==> src/rtl/sram_seq_pkg.sv <==
package sram_seq_pkg;

  typedef enum logic [2:0] {
    ST_IDLE,
    ST_RD_SETUP,
    ST_RD_ACCESS,
    ST_RD_HOLD,
    ST_WR_SETUP,
    ST_WR_PULSE,
    ST_WR_HOLD,
    ST_FINISH
  } seqState_t;

  // strobes from control to datapath
  typedef struct packed {
    logic marLoad;     // capture request address
    logic mbrFromReq;  // capture request write data
    logic mbrFromMem;  // capture memory data bus
    logic oeAct;       // output enable active
    logic weAct;       // write enable active
    logic drvAct;      // drive memory data bus
    logic showRd;      // present buffer on read-data output
  } seqStrobe_t;

  function automatic int atLeastOne(input int v);
    return (v < 1) ? 1 : v;
  endfunction

  function automatic int maxOf(input int a, input int b);
    return (a > b) ? a : b;
  endfunction

endpackage

==> src/rtl/sram_seq_ctrl.sv <==
module sram_seq_ctrl
  import sram_seq_pkg::*;
#(
  parameter int SETUP_CYCLES  = 2,
  parameter int ACCESS_CYCLES = 3,
  parameter int PULSE_CYCLES  = 2,
  parameter int HOLD_CYCLES   = 1
) (
  input  logic       clk,
  input  logic       rstN,
  input  logic       reqValid,
  input  logic       reqWrite,
  output seqStrobe_t strobe,
  output logic       doneOut
);

  localparam int SetupLen  = atLeastOne(SETUP_CYCLES);
  localparam int AccessLen = atLeastOne(ACCESS_CYCLES);
  localparam int PulseLen  = atLeastOne(PULSE_CYCLES);
  localparam int HoldLen   = atLeastOne(HOLD_CYCLES);
  localparam int MaxLen    = maxOf(maxOf(SetupLen, AccessLen), maxOf(PulseLen, HoldLen));
  localparam int CntW      = (MaxLen < 2) ? 1 : $clog2(MaxLen);

  seqState_t       state, nextState;
  logic [CntW-1:0] phaseCnt;
  logic            phaseLast;
  logic            wasWrite;
  logic            accept;

  // remaining-cycle load value for the phase about to start
  function automatic logic [CntW-1:0] phaseReload(input seqState_t s);
    case (s)
      ST_RD_SETUP, ST_WR_SETUP: return CntW'(SetupLen - 1);
      ST_RD_ACCESS:             return CntW'(AccessLen - 1);
      ST_WR_PULSE:              return CntW'(PulseLen - 1);
      ST_RD_HOLD, ST_WR_HOLD:   return CntW'(HoldLen - 1);
      default:                  return '0;
    endcase
  endfunction

  assign phaseLast = (phaseCnt == '0);
  assign accept    = (state == ST_IDLE) && reqValid;

  always_comb begin
    nextState = state;
    case (state)
      ST_IDLE:      if (reqValid) nextState = reqWrite ? ST_WR_SETUP : ST_RD_SETUP;
      ST_RD_SETUP:  if (phaseLast) nextState = ST_RD_ACCESS;
      ST_RD_ACCESS: if (phaseLast) nextState = ST_RD_HOLD;
      ST_RD_HOLD:   if (phaseLast) nextState = ST_FINISH;
      ST_WR_SETUP:  if (phaseLast) nextState = ST_WR_PULSE;
      ST_WR_PULSE:  if (phaseLast) nextState = ST_WR_HOLD;
      ST_WR_HOLD:   if (phaseLast) nextState = ST_FINISH;
      ST_FINISH:    nextState = ST_IDLE;
      default:      nextState = ST_IDLE;
    endcase
  end

  always_ff @(posedge clk or negedge rstN) begin
    if (!rstN) begin
      state    <= ST_IDLE;
      phaseCnt <= '0;
      wasWrite <= 1'b0;
    end else begin
      state <= nextState;
      if (nextState != state) begin
        phaseCnt <= phaseReload(nextState);
      end else if (!phaseLast) begin
        phaseCnt <= phaseCnt - 1'b1;
      end
      if (accept) begin
        wasWrite <= reqWrite;
      end
    end
  end

  always_comb begin
    strobe            = '0;
    strobe.marLoad    = accept;
    strobe.mbrFromReq = accept && reqWrite;
    strobe.mbrFromMem = (state == ST_RD_ACCESS) && phaseLast;
    strobe.oeAct      = (state == ST_RD_ACCESS) || (state == ST_RD_HOLD);
    strobe.weAct      = (state == ST_WR_PULSE);
    strobe.drvAct     = (state == ST_WR_SETUP) || (state == ST_WR_PULSE) ||
                        (state == ST_WR_HOLD);
    strobe.showRd     = (state == ST_FINISH) && !wasWrite;
  end

  assign doneOut = (state == ST_FINISH);

endmodule

==> src/rtl/sram_seq_dpath.sv <==
module sram_seq_dpath
  import sram_seq_pkg::*;
#(
  parameter int AW = 8,
  parameter int DW = 16
) (
  input  logic          clk,
  input  logic          rstN,
  input  seqStrobe_t    strobe,
  input  logic [AW-1:0] reqAddr,
  input  logic [DW-1:0] reqWdata,
  input  logic [DW-1:0] memDataIn,
  output logic [AW-1:0] memAddr,
  output logic          memCsN,
  output logic          memOeN,
  output logic          memWeN,
  output logic [DW-1:0] memDataOut,
  output logic          memDataOe,
  output logic [DW-1:0] rdData
);

  logic [AW-1:0] addrReg;
  logic [DW-1:0] bufReg;

  always_ff @(posedge clk or negedge rstN) begin
    if (!rstN) begin
      addrReg <= '0;
    end else if (strobe.marLoad) begin
      addrReg <= reqAddr;
    end
  end

  always_ff @(posedge clk or negedge rstN) begin
    if (!rstN) begin
      bufReg <= '0;
    end else if (strobe.mbrFromReq) begin
      bufReg <= reqWdata;
    end else if (strobe.mbrFromMem) begin
      bufReg <= memDataIn;
    end
  end

  assign memAddr    = addrReg;
  assign memCsN     = 1'b0;
  assign memOeN     = !strobe.oeAct;
  assign memWeN     = !strobe.weAct;
  assign memDataOut = bufReg;
  assign memDataOe  = strobe.drvAct;
  assign rdData     = strobe.showRd ? bufReg : '0;

endmodule

==> src/rtl/sram_seq.sv <==
module sram_seq
  import sram_seq_pkg::*;
#(
  parameter int AW            = 8,
  parameter int DW            = 16,
  parameter int SETUP_CYCLES  = 2,
  parameter int ACCESS_CYCLES = 3,
  parameter int PULSE_CYCLES  = 2,
  parameter int HOLD_CYCLES   = 1
) (
  input  logic          clk,
  input  logic          rstN,
  input  logic          reqValid,
  input  logic          reqWrite,
  input  logic [AW-1:0] reqAddr,
  input  logic [DW-1:0] reqWdata,
  output logic [DW-1:0] rdData,
  output logic          done,
  output logic [AW-1:0] memAddr,
  output logic          memCsN,
  output logic          memOeN,
  output logic          memWeN,
  output logic [DW-1:0] memDataOut,
  output logic          memDataOe,
  input  logic [DW-1:0] memDataIn
);

  seqStrobe_t strobe;

  sram_seq_ctrl #(
    .SETUP_CYCLES (SETUP_CYCLES),
    .ACCESS_CYCLES(ACCESS_CYCLES),
    .PULSE_CYCLES (PULSE_CYCLES),
    .HOLD_CYCLES  (HOLD_CYCLES)
  ) u_ctrl (
    .clk     (clk),
    .rstN    (rstN),
    .reqValid(reqValid),
    .reqWrite(reqWrite),
    .strobe  (strobe),
    .doneOut (done)
  );

  sram_seq_dpath #(
    .AW(AW),
    .DW(DW)
  ) u_dpath (
    .clk       (clk),
    .rstN      (rstN),
    .strobe    (strobe),
    .reqAddr   (reqAddr),
    .reqWdata  (reqWdata),
    .memDataIn (memDataIn),
    .memAddr   (memAddr),
    .memCsN    (memCsN),
    .memOeN    (memOeN),
    .memWeN    (memWeN),
    .memDataOut(memDataOut),
    .memDataOe (memDataOe),
    .rdData    (rdData)
  );

endmodule

==> config.mk <==
export PLATFORM = sky130hd
export DESIGN_NAME = sram_seq
export DESIGN_NICKNAME = d
export VERILOG_FILES = /design/src/rtl/sram_seq_pkg.sv /design/src/rtl/sram_seq_ctrl.sv /design/src/rtl/sram_seq_dpath.sv /design/src/rtl/sram_seq.sv
export SDC_FILE = /design/constraint.sdc
export NUM_CORES = 1
export LEC_CHECK = 0
export BUFFER_PORTS_ARGS = -buffer_cell sky130_fd_sc_hd__buf_2
export CAP_MARGIN = 40
export CORE_AREA = 2 2 76 78
export DETAILED_ROUTE_END_ITERATION = 12
export DIE_AREA = 0 0 78 80
export HOLD_SLACK_MARGIN = 0.1
export MAX_ROUTING_LAYER = met4
export PLACE_DENSITY = 0.58
export SYNTH_ARGS = -nofsm -noshare
export SYNTH_HDL_FRONTEND = slang
export SYNTH_SLANG_ARGS = --single-unit
==> constraint.sdc <==
create_clock -name clk -period 2.1 [get_ports clk]
set_input_delay 0.315 -clock clk [delete_from_list [all_inputs] [get_ports clk]]
set_output_delay 0.315 -clock clk [all_outputs]
set_load 0.01 [all_outputs]
==> flow_metrics.tcl <==
set metrics [dict create \
    status "finished clean" \
    synth.top_cell.area_share_pct 47.5 \
    fin_setup_tns_ns 0 \
    syn_area_per_cell_um2 10.3 \
    ioPinCount 89 \
    cts_setup_buffers 0 \
    htree_levels 2 \
    syn_area_um2 1580 \
    drc 0 \
    crit_required_ns 1.78 \
    synth.top_cells.by_area "dfrtp_1 47%, mux2i_1 10%, and3_1 6.7%, o21ai_0 6.0%, mux2_2 5.7%" \
    grt.overflow.total 0 \
    multi_input_area_um2 724 \
    cts_root_buffer "clkbuf_8" \
    start_util_pct 29.3 \
    worst_slack_ns 0.169 \
    grt_pass1_vias 1391 \
    die_y_um 80 \
    finalCritPeriodShare_pct 91.9 \
    startpoint_type "flip-flop" \
    setup_viol 0 \
    critPathKind "flip-flop to output pin" \
    grt_usage_pct 14.2 \
    synthFlopType "dfrtp_1" \
    ys_types 30 \
    grt_max_degree 31 \
    power.internal_mw 1.82 \
    place_ws_ns 0.423 \
    cts_tree "built" \
    firstDrtPassIters 4 \
    place_area_um2 2110 \
    drtIter0Drc 49 \
    hold_ws_ns 0.268 \
    postLayoutCoreUtil_pct 40.9 \
    layout.nets 288 \
    ys_seq_area_share_pct 47.5 \
    rsz0062_at_grt "false" \
    slew_headroom_pct 54.9 \
    layout-drive-gt1-share_pct 46.7 \
    grt_pass1_wl_um 6600 \
    yosys.area.top_type "dfrtp_1" \
    drv_cap 0 \
    syn_inst 154 \
    swShare_pct 38.8 \
    ir_worst_vdd_uv 553 \
    clockBufferDepth 2 \
    layout_min_cycle_time_ns 1.93 \
    hpwlAfterDp_um 3150 \
    hold_violations 0 \
    rows 27 \
    hold_path.class "primary input to flip-flop" \
    combPwrFrac_pct 48.6 \
    ys_seq_elements 30 \
    worst_pin_slew_ns 0.677 \
    p_leak_nw 1.14 \
    synth_common_cells "30 x dfrtp_1, 19 x o21ai_0, 17 x and3_1, 17 x nand3_1, 16 x mux2i_1" \
    dieWidth_um 78 \
    yosys.cell_count.top_type "dfrtp_1" \
    end_kind "output pin" \
    p_switching_mw 1.16 \
    dieArea_um2 6240 \
    cp.arrival_ns 1.62 \
    synth_nets 199 \
    post-place-cells 307 \
    timing.fmax_ghz 0.518 \
    seqCellArea_um2 751 \
    p_total_mw 2.98 \
    grt_antenna_before_repair 1 \
    clkPwrFrac_pct 16.0 \
    synth-edff-count 0 \
    gp_congestion 0.691 \
    fin_area_um2 2210 \
    critPathMaxFanout 19 \
    cts-buffers-inserted 5 \
    core_region_area_um2 5410 \
    routed_wl_um 4360 \
    p_seq_share_pct 35.4 \
    finalClockSkew_ns 0.00392 \
    avgRoutedWirePerCell_um 13.7 \
    clock_latency_ns 0.27 \
    fin_cells 318 \
    power_density_nw_per_um2 1350 \
    portBuffers 87 \
    clk_pin_slew_ns 0.06 \
    maxSlewViolCount 0 \
    via_per_inst 4.68 \
    async_flop_share_pct 100 \
    vias 1487 \
    fill_cells 559 \
    yosys_warnings 0 \
    clock_sinks 30 \
    syn2layout_area_growth_pct 40.0 \
    ant_nets 0 \
]
-- worst paths after layout --
| kind | start | end | slack, ns | cells past startpoint |
|---|---|---|---|---|
| max | u_ctrl.state[0] | rdData[3] | 0.17 | 3 |
| min | reqAddr[1] | u_dpath.memAddr[1] | 0.27 | 2 |
| max reg2reg | u_ctrl.phaseCnt[0] | u_dpath.memDataOut[7] | 0.45 | 6 |
| min reg2reg | u_dpath.memAddr[1] | u_dpath.memAddr[1] | 0.50 | 1 |
| max in group asynchronous | rstN | u_dpath.memDataOut[9] | 1.04 | 2 |
| min in group asynchronous | rstN | u_dpath.memAddr[6] | 0.62 | 2 |
-- final cells by class --
cell class	instances	share of cell area (%)
well taps	72	4.07
diodes	2	0.226
multi-input cells	103	32.7
flip-flops and latches	30	33.9
inverters	5	0.848
clock inverters	1	0.226
clock buffers	7	3.90
repair buffers	98	24.1
-- worst max-delay path, stage by stage, from the launching register on --
cell,delay [ns]
dfrtp_1,0.41
and3_1,0.56
and3_1,0.24
buf_2,0.13
-- cells by family after synthesis --
group / after synthesis / share of synthesized area, %
fa+ha+maj: 1 / 0.791
mux: 24 / 15.8
flops: 30 / 47.5
compound gates: 27 / 9.89
buf+inv: 21 / 6.73
other cells: 1 / 0.237
simple gates: 50 / 19.1
-- flip-flops by register name, summed over array words and instances (netlist names) --
register / count
u_ctrl.phaseCnt: 2
u_ctrl.state: 3
u_dpath.memDataOut: 16
u_ctrl.wasWrite: 1
u_dpath.memAddr: 8
-- cell usage in the layout, fill, tap and decap left out, types with 2 or more instances in the layout --
| master | instances |
|---|---|
| buf_2 | 87 |
| dfrtp_1 | 30 |
| o21ai_0 | 19 |
| and3_1 | 17 |
| nand3_1 | 17 |
| mux2i_1 | 16 |
| buf_4 | 9 |
| mux2_2 | 8 |
| clkbuf_8 | 6 |
| inv_1 | 5 |
| nand2_1 | 3 |
| nor2_1 | 3 |
| diode_2 | 2 |
| a21oi_1 | 2 |
| nand2b_1 | 2 |
| or3_1 | 2 |
-- what timing repair did --
item / CTS / global route
hold buffers: 1 / 0
gates resized for setup: 0 / 0
hold endpoints to repair: 30 / 0
-- metal layers --
| metal | up-vias | GRT usage, % | wire length (um) |
|---|---|---|---|
| li1 | 728 | - | - |
| met1 | 690 | 16.9 | 1890 |
| met2 | 65 | 23.1 | 2060 |
| met3 | 4 | 4.75 | 364 |
| met4 | 0 | 4.21 | 41 |
| met5 | - | - | 0 |
-- power by group through the flow --
stage	Combinational [mW]	Sequential, mW	Clock (mW)
after global routing	1.59	1.10	0.524
after detailed placement	1.47	1.06	0
final	1.45	1.06	0.476
after floorplan	0.804	1.16	0
after global placement	1.44	1.05	0
after CTS	1.47	1.06	0.492
No activity file was read; power rests on OpenSTA's default activity.
